**src/rtl/fpil_pkg.sv**
```systemverilog
package fpil_pkg;

   localparam int NUM_UNITS = 4;

   typedef enum logic [1:0] {
      U_INT = 2'd0,
      U_ADD = 2'd1,
      U_MUL = 2'd2,
      U_DIV = 2'd3
   } unit_e;

   typedef enum logic [2:0] {
      WHY_NONE = 3'd0,
      WHY_RAW  = 3'd1,
      WHY_WAW  = 3'd2,
      WHY_UNIT = 3'd3,
      WHY_SLOT = 3'd4
   } why_e;

   function automatic int max4(input int a, input int b, input int c, input int d);
      int m;
      m = a;
      if (b > m) m = b;
      if (c > m) m = c;
      if (d > m) m = d;
      return m;
   endfunction

endpackage

```
**src/rtl/fpil_ready_table.sv**
```systemverilog
// Per-register countdown: cycles until the newest pending value can be forwarded.
module fpil_ready_table #(
   parameter int REG_W = 5,
   parameter int CNT_W = 5
) (
   input  logic             clk,
   input  logic             rst_n,
   input  logic             wr_en,
   input  logic [REG_W-1:0] wr_idx,
   input  logic [CNT_W-1:0] wr_lat,
   input  logic [REG_W-1:0] rd_a,
   input  logic [REG_W-1:0] rd_b,
   input  logic [REG_W-1:0] rd_c,
   output logic [CNT_W-1:0] cnt_a,
   output logic [CNT_W-1:0] cnt_b,
   output logic [CNT_W-1:0] cnt_c
);
   localparam int NREGS = 1 << REG_W;

   logic [CNT_W-1:0] cnt_q [NREGS];

   always_ff @(posedge clk or negedge rst_n) begin
      if (!rst_n) begin
         for (int r = 0; r < NREGS; r++) cnt_q[r] <= '0;
      end else begin
         for (int r = 0; r < NREGS; r++) begin
            if (wr_en && (wr_idx == REG_W'(r)))
               cnt_q[r] <= wr_lat;
            else if (cnt_q[r] != '0)
               cnt_q[r] <= cnt_q[r] - CNT_W'(1);
         end
      end
   end

   assign cnt_a = cnt_q[rd_a];
   assign cnt_b = cnt_q[rd_b];
   assign cnt_c = cnt_q[rd_c];

endmodule

```
**src/rtl/fpil_unit_gate.sv**
```systemverilog
// Occupancy per execution unit; only units with an initiation interval above 1 get a counter.
module fpil_unit_gate #(
   parameter int II_INT = 1,
   parameter int II_ADD = 1,
   parameter int II_MUL = 1,
   parameter int II_DIV = 25
) (
   input  logic       clk,
   input  logic       rst_n,
   input  logic       fire,
   input  logic [1:0] fire_unit,
   output logic [3:0] busy
);
   import fpil_pkg::*;

   localparam int II_TAB [NUM_UNITS] = '{II_INT, II_ADD, II_MUL, II_DIV};
   localparam int II_MAX = max4(II_INT, II_ADD, II_MUL, II_DIV);
   localparam int II_W   = $clog2(II_MAX + 1);

   for (genvar u = 0; u < NUM_UNITS; u++) begin : g_unit
      if (II_TAB[u] > 1) begin : g_blocking
         logic [II_W-1:0] left_q;
         always_ff @(posedge clk or negedge rst_n) begin
            if (!rst_n)
               left_q <= '0;
            else if (fire && (fire_unit == 2'(u)))
               left_q <= II_W'(II_TAB[u] - 1);
            else if (left_q != '0)
               left_q <= left_q - II_W'(1);
         end
         assign busy[u] = (left_q != '0);
      end else begin : g_pipelined
         assign busy[u] = 1'b0;
      end
   end

endmodule

```
**src/rtl/fpil_wb_slot.sv**
```systemverilog
// Reservation line for the shared memory/writeback slot; entry 0 completes this cycle.
module fpil_wb_slot #(
   parameter int REG_W   = 5,
   parameter int MAX_LAT = 24,
   parameter int CNT_W   = 5
) (
   input  logic             clk,
   input  logic             rst_n,
   input  logic             put,
   input  logic [CNT_W-1:0] put_lat,
   input  logic [REG_W-1:0] put_tag,
   input  logic             put_wr,
   input  logic [CNT_W-1:0] ask_lat,
   output logic             clash,
   output logic             done_valid,
   output logic [REG_W-1:0] done_tag,
   output logic             done_wr
);
   localparam int SLOTS = MAX_LAT + 2;

   logic             v_q   [SLOTS];
   logic [REG_W-1:0] tag_q [SLOTS];
   logic             wr_q  [SLOTS];

   always_ff @(posedge clk or negedge rst_n) begin
      if (!rst_n) begin
         for (int k = 0; k < SLOTS; k++) begin
            v_q[k]   <= 1'b0;
            tag_q[k] <= '0;
            wr_q[k]  <= 1'b0;
         end
      end else begin
         for (int k = 0; k < SLOTS - 1; k++) begin
            v_q[k]   <= v_q[k+1];
            tag_q[k] <= tag_q[k+1];
            wr_q[k]  <= wr_q[k+1];
         end
         v_q[SLOTS-1]   <= 1'b0;
         tag_q[SLOTS-1] <= '0;
         wr_q[SLOTS-1]  <= 1'b0;
         for (int k = 0; k < SLOTS; k++) begin
            if (put && (put_lat == CNT_W'(k))) begin
               v_q[k]   <= 1'b1;
               tag_q[k] <= put_tag;
               wr_q[k]  <= put_wr;
            end
         end
      end
   end

   // Entry at index L+1 now would sit where a new latency-L entry lands after the shift.
   assign clash      = v_q[ask_lat + CNT_W'(1)];
   assign done_valid = v_q[0];
   assign done_tag   = tag_q[0];
   assign done_wr    = wr_q[0];

endmodule

```
**src/rtl/fp_issue_lock.sv**
```systemverilog
module fp_issue_lock
   import fpil_pkg::*;
#(
   parameter int REG_W   = 5,
   parameter int LAT_INT = 0,
   parameter int LAT_ADD = 3,
   parameter int LAT_MUL = 6,
   parameter int LAT_DIV = 24,
   parameter int II_INT  = 1,
   parameter int II_ADD  = 1,
   parameter int II_MUL  = 1,
   parameter int II_DIV  = 25
) (
   input  logic             clk,
   input  logic             rst_n,
   input  logic             in_valid,
   input  logic [1:0]       in_unit,
   input  logic [REG_W-1:0] in_dst,
   input  logic             in_dst_we,
   input  logic [REG_W-1:0] in_src1,
   input  logic             in_s1_en,
   input  logic [REG_W-1:0] in_src2,
   input  logic             in_s2_en,
   output logic             issue,
   output logic             stall,
   output logic [2:0]       stall_why,
   output logic             done_valid,
   output logic [REG_W-1:0] done_tag,
   output logic             done_wr
);
   localparam int MAX_LAT = max4(LAT_INT, LAT_ADD, LAT_MUL, LAT_DIV);
   localparam int CNT_W   = $clog2(MAX_LAT + 2);
   localparam int LAT_TAB [NUM_UNITS] = '{LAT_INT, LAT_ADD, LAT_MUL, LAT_DIV};

   if (REG_W < 1 || REG_W > 8) begin : g_bad_reg_w
      $error("fp_issue_lock: REG_W out of range");
   end
   if (LAT_INT < 0 || LAT_ADD < 0 || LAT_MUL < 0 || LAT_DIV < 0) begin : g_bad_lat
      $error("fp_issue_lock: negative latency");
   end
   if (II_INT < 1 || II_ADD < 1 || II_MUL < 1 || II_DIV < 1) begin : g_bad_ii
      $error("fp_issue_lock: initiation interval below 1");
   end

   logic [CNT_W-1:0] cur_lat;
   logic [CNT_W-1:0] cnt_s1, cnt_s2, cnt_dst;
   logic [3:0]       unit_busy;
   logic             slot_clash;
   logic             raw_hit, waw_hit;
   why_e             why;

   always_comb cur_lat = CNT_W'(LAT_TAB[in_unit]);

   fpil_ready_table #(.REG_W(REG_W), .CNT_W(CNT_W)) u_table (
      .clk    (clk),
      .rst_n  (rst_n),
      .wr_en  (issue && in_dst_we),
      .wr_idx (in_dst),
      .wr_lat (cur_lat),
      .rd_a   (in_src1),
      .rd_b   (in_src2),
      .rd_c   (in_dst),
      .cnt_a  (cnt_s1),
      .cnt_b  (cnt_s2),
      .cnt_c  (cnt_dst)
   );

   fpil_unit_gate #(
      .II_INT(II_INT), .II_ADD(II_ADD), .II_MUL(II_MUL), .II_DIV(II_DIV)
   ) u_gate (
      .clk       (clk),
      .rst_n     (rst_n),
      .fire      (issue),
      .fire_unit (in_unit),
      .busy      (unit_busy)
   );

   fpil_wb_slot #(.REG_W(REG_W), .MAX_LAT(MAX_LAT), .CNT_W(CNT_W)) u_slot (
      .clk        (clk),
      .rst_n      (rst_n),
      .put        (issue),
      .put_lat    (cur_lat),
      .put_tag    (in_dst),
      .put_wr     (in_dst_we),
      .ask_lat    (cur_lat),
      .clash      (slot_clash),
      .done_valid (done_valid),
      .done_tag   (done_tag),
      .done_wr    (done_wr)
   );

   // Operand not yet forwardable.
   assign raw_hit = (in_s1_en && (cnt_s1 != '0)) || (in_s2_en && (cnt_s2 != '0));
   // Older write to the same register would complete at or after this one.
   assign waw_hit = in_dst_we && (cur_lat < cnt_dst);

   always_comb begin
      why = WHY_NONE;
      if (in_valid) begin
         if (raw_hit)                why = WHY_RAW;
         else if (waw_hit)           why = WHY_WAW;
         else if (unit_busy[in_unit]) why = WHY_UNIT;
         else if (slot_clash)        why = WHY_SLOT;
      end
   end

   assign issue     = in_valid && (why == WHY_NONE);
   assign stall     = in_valid && (why != WHY_NONE);
   assign stall_why = why;

endmodule

```
**config.mk**
```make
export PLATFORM = sky130hd
export DESIGN_NAME = fp_issue_lock
export DESIGN_NICKNAME = d
export VERILOG_FILES = /design/src/rtl/fpil_pkg.sv /design/src/rtl/fpil_ready_table.sv /design/src/rtl/fpil_unit_gate.sv /design/src/rtl/fpil_wb_slot.sv /design/src/rtl/fp_issue_lock.sv
export SDC_FILE = /design/constraint.sdc
export NUM_CORES = 1
export LEC_CHECK = 0
export BUFFER_PORTS_ARGS = -buffer_cell sky130_fd_sc_hd__buf_2
export CORE_MARGIN = 3
export CORE_UTILIZATION = 64
export DETAILED_ROUTE_END_ITERATION = 12
export HOLD_SLACK_MARGIN = 0.02
export PLACE_DENSITY = 0.92
export SYNTH_ARGS = -nofsm -noshare
export SYNTH_HDL_FRONTEND = slang
export SYNTH_SLANG_ARGS = --single-unit
```
**constraint.sdc**
```tcl
create_clock -name clk -period 6.76 [get_ports clk]
set_input_delay 1.352 -clock clk [delete_from_list [all_inputs] [get_ports clk]]
set_output_delay 1.352 -clock clk [all_outputs]
set_load 0.02 [all_outputs]
```
==> impl_metrics.env <==
export IMPL_status="complete, no violations"
export IMPL_post_synth_top_count_cell="sky130_fd_sc_hd__dfrtp_1"
export IMPL_max_clock_freq_mhz=157
export IMPL_synth_async_sr_flop_share=1.00
export IMPL_drtPass1Iterations=6
export IMPL_yosys_register_bits=347
export IMPL_synth_cell_type_count=65
export IMPL_cts_hold_buffers=0
export IMPL_worstPathArrival_ps=5040
export IMPL_p_leak_nw=9.27
export IMPL_cts_setup_buffers=0
export IMPL_worst_ir_drop_vdd_v=0.000300
export IMPL_r2r_setup_slack_ps=1850
export IMPL_number_of_setup_violations_in_the_final_report=0
export IMPL_finalMaxSlewViolations=0
export IMPL_die_width_um=177
export IMPL_timing_worst_slew_pin_value_ps=1120
export IMPL_initial_antenna_violation_count=1
export IMPL_dp_final_hpwl_mm=31.0
export IMPL_post_synthesis_adder_cell_area_fraction=0.0506
export IMPL_synth_top_flop_cell="sky130_fd_sc_hd__dfrtp_1"
export IMPL_synthesis_nets=1671
export IMPL_critPathMaxFanout=47
export IMPL_netlist_instances=1572
export IMPL_buffer_ports_inserted=34
export IMPL_hold_worst_slack_ps=346
export IMPL_nets=1687
export IMPL_number_of_flops_mapped_to_enable_cells_by_yosys=0
export IMPL_via_per_inst=6.74
export IMPL_synth_largest_area_cell="sky130_fd_sc_hd__dfrtp_1"
export IMPL_htreeDepth=2
export IMPL_dominant_combinational_cell_family_by_area_after_synthesis="multiplexers"
export IMPL_min_period_ps=6390
export IMPL_synth_area_per_inst_um2=12.0
export IMPL_cts_made_buffers=37
export IMPL_ios=35
export IMPL_die_height_um=177
export IMPL_final_layout_size_suffix_gt1_frac=0.261
export IMPL_synth_commonest_cells="347 x sky130_fd_sc_hd__dfrtp_1, 206 x sky130_fd_sc_hd__mux2_2, 96 x sky130_fd_sc_hd__nor3_1"
export IMPL_grt_util_met2=0.504
export IMPL_layout_worst_path_cycle_share=0.945
export IMPL_detail_route_iter0_violations=1748
export IMPL_vias_in_the_first_global_route=13946
export IMPL_timing_critical_path_required_ps=5410
export IMPL_synth_compound_gate_area_share=0.0599
export IMPL_reg2reg_from="u_table.cnt_q[67]$_DFFE_PN0P_"
export IMPL_reg_clk_slew_reported_paths_ps=70
export IMPL_pin_count_of_the_biggest_net_entering_global_routing=138
export IMPL_detail_route_drc_violations=0
export IMPL_grtUsageMet3=0.0772
export IMPL_coreArea_um2=28900
export IMPL_synthTopCellsByArea="sky130_fd_sc_hd__dfrtp_1 46%, sky130_fd_sc_hd__mux2_2 12%, sky130_fd_sc_hd__mux4_2 5.5%"
export IMPL_gr_usage_met1=0.380
export IMPL_startpoint_type="input port"
export IMPL_worst_skew_pair_late_latency_ps=550
export IMPL_globalRoute_busiestLayer="met2"
export IMPL_worst_slew_margin_rel=0.248
export IMPL_route_antenna_remaining_nets=0
export IMPL_fillerInstances=1821
export IMPL_cp_startpoint="in_dst[0]"
export IMPL_post_synth_mux_area_share=0.206
export IMPL_fp_dieArea_um2=31500
export IMPL_tritoncts_num_sinks=347
export IMPL_worst_hold_startpoint="u_slot.tag_q[6]$_DFF_PN0_"
export IMPL_cts_repair_resize_count=0
export IMPL_setup_tns_final_ps=0
export IMPL_synth_area_um2=18800
export IMPL_cp_slowest_stage_delay_ps=560
export IMPL_globalRouteOverflowTotal=0
export IMPL_synth_warning_count=0
export IMPL_tritoncts="done"
export IMPL_drt_total_wl_mm=48.0
export IMPL_clk_path_buf_depth=3
export IMPL_synth_top_cell_area_share=0.462
export IMPL_worst_setup_path_type="in2out"
export IMPL_synth_simple_gate_area_share=0.143
export IMPL_route_vias_total=13494
export IMPL_setup_worst_path_end_class="primary output"
export IMPL_layout_area_overhead_vs_synth_pct=9.50
export IMPL_crit_slowest_cell="sky130_fd_sc_hd__mux4_2"
export IMPL_synth_seq_area_share=0.462
export IMPL_wire_length_of_the_first_global_routing_pass_mm=75.5
export IMPL_worst_clock_skew_ps=18.9
export IMPL_cts_root_buf="sky130_fd_sc_hd__clkbuf_16"
export IMPL_grt_setup_unrepaired="no"
export IMPL_grt_util_overall=0.309
export IMPL_hp_class="reg2reg"
export IMPL_max_cap_viols=0
export IMPL_floorplan_initialDensity=0.651
export IMPL_crit_path_cell_trace="buf_2 -> buf_12 -> mux4_2 -> mux4_2 -> mux2i_1 -> ha_1 -> a21oi_1 -> nor2b_1 -> o21ai_0 -> and3b_1 -> a21boi_1 -> nand2_1 -> nor3_1 -> buf_2"
export IMPL_core_rowCount=62
export IMPL_synth_xor_area_frac=0.0429
export IMPL_place_congestion=0.967
export IMPL_avgRoutedWirePerCell_um=24.0
export IMPL_pwr_density_nw_per_um2=454
export IMPL_final_hold_violation_count=0
==> layer usage <==
metal,vias to the layer above,part of all wire
li1,5661,-
met1,6709,0.36
met2,859,0.48
met3,265,0.098
met4,0,0.061
met5,-,0
==> power by group <==
group          internal [mW]  switching [mW]  total (mW)
combinational           1.88            1.80        3.68
sequential              2.66           0.846        3.50
clock                   1.30           0.853        2.15
total                   5.83            3.50        9.33
==> worst max-delay path, delay by kind of cell <==
family,cells,cell delay (ps)
mux,3,1290
simple gates,4,880
fa+ha+maj,1,210
buf+inv,3,710
compound gates,3,510
==> final timing paths <==
check / cells after the start / end
min: 0 / u_slot.tag_q[11]$_DFF_PN0_
min reg2reg: 0 / u_slot.tag_q[11]$_DFF_PN0_
max in group asynchronous: 2 / u_slot.tag_q[2]$_DFF_PN0_
max reg2reg: 15 / u_slot.tag_q[5]$_DFF_PN0_
min in group asynchronous: 1 / u_table.cnt_q[118]$_DFFE_PN0P_
max: 14 / stall_why[2]
==> cell families (layout without fill, tap and decap cells) <==
logic type,Yosys count,in the layout
AO/OA/AOI/OAI,169,169
XOR/XNOR,92,92
adder cells (fa/ha/maj),76,76
buffers and inverters,155,199
flip-flops,347,347
multiplexers,302,302
other,0,2
AND/OR/NAND/NOR,431,431
==> stage by stage <==
step	instances	instance area (µm²)	worst slack (ps)	util	total power, mW
floorplan	1572	18800	167	-	6.10
global placement	1933	19300	662	0.668	6.75
detailed placement	1933	19300	596	0.668	7.01
CTS	2000	20600	478	0.713	9.26
global route	2001	20600	217	0.713	9.82
finish	2002	20600	372	0.713	9.33
==> cell usage in the layout (no fill, tap or decap), types with 10 or more instances in the layout <==
cell | Yosys | final
sky130_fd_sc_hd__nand2_1 | 91 | 91
sky130_fd_sc_hd__o21ai_0 | 11 | 11
sky130_fd_sc_hd__or2_2 | 10 | 10
sky130_fd_sc_hd__mux2i_1 | 36 | 36
sky130_fd_sc_hd__buf_4 | 13 | 16
sky130_fd_sc_hd__nand4_1 | 13 | 13
sky130_fd_sc_hd__inv_1 | 79 | 79
sky130_fd_sc_hd__nand3_1 | 15 | 15
sky130_fd_sc_hd__mux2_1 | 14 | 14
sky130_fd_sc_hd__mux4_2 | 46 | 46
sky130_fd_sc_hd__mux2_2 | 206 | 206
sky130_fd_sc_hd__a21o_1 | 30 | 30
sky130_fd_sc_hd__xnor2_1 | 87 | 87
sky130_fd_sc_hd__ha_1 | 76 | 75
sky130_fd_sc_hd__a21oi_1 | 66 | 66
sky130_fd_sc_hd__buf_2 | 12 | 33
sky130_fd_sc_hd__nor3_1 | 96 | 96
sky130_fd_sc_hd__clkbuf_16 | 0 | 38
sky130_fd_sc_hd__nor4_4 | 28 | 28
sky130_fd_sc_hd__dfrtp_1 | 347 | 347
sky130_fd_sc_hd__nor4_1 | 14 | 14
sky130_fd_sc_hd__nor2_1 | 92 | 92
==> final cells by class <==
type | count | area [µm²] | area share
diodes | 2 | 5.00 | 0.000243
clock buffers | 56 | 1110 | 0.0539
clock inverters | 11 | 185 | 0.00900
inverters | 79 | 297 | 0.0144
multi-input cells | 1070 | 9460 | 0.460
flip-flops and latches | 347 | 8680 | 0.422
well taps | 384 | 480 | 0.0233
repair buffers | 53 | 360 | 0.0175
==> flip-flops by register name (all words and copies together) (netlist names) <==
name	cells
u_gate.g_unit.g_blocking.left_q	5
u_slot.done_tag	5
u_slot.v_q	25
u_table.cnt_q	160
u_slot.done_wr	1
u_slot.done_valid	1
u_slot.wr_q	25
u_slot.tag_q	125
Note: power is estimated with default switching activity, not from simulation.
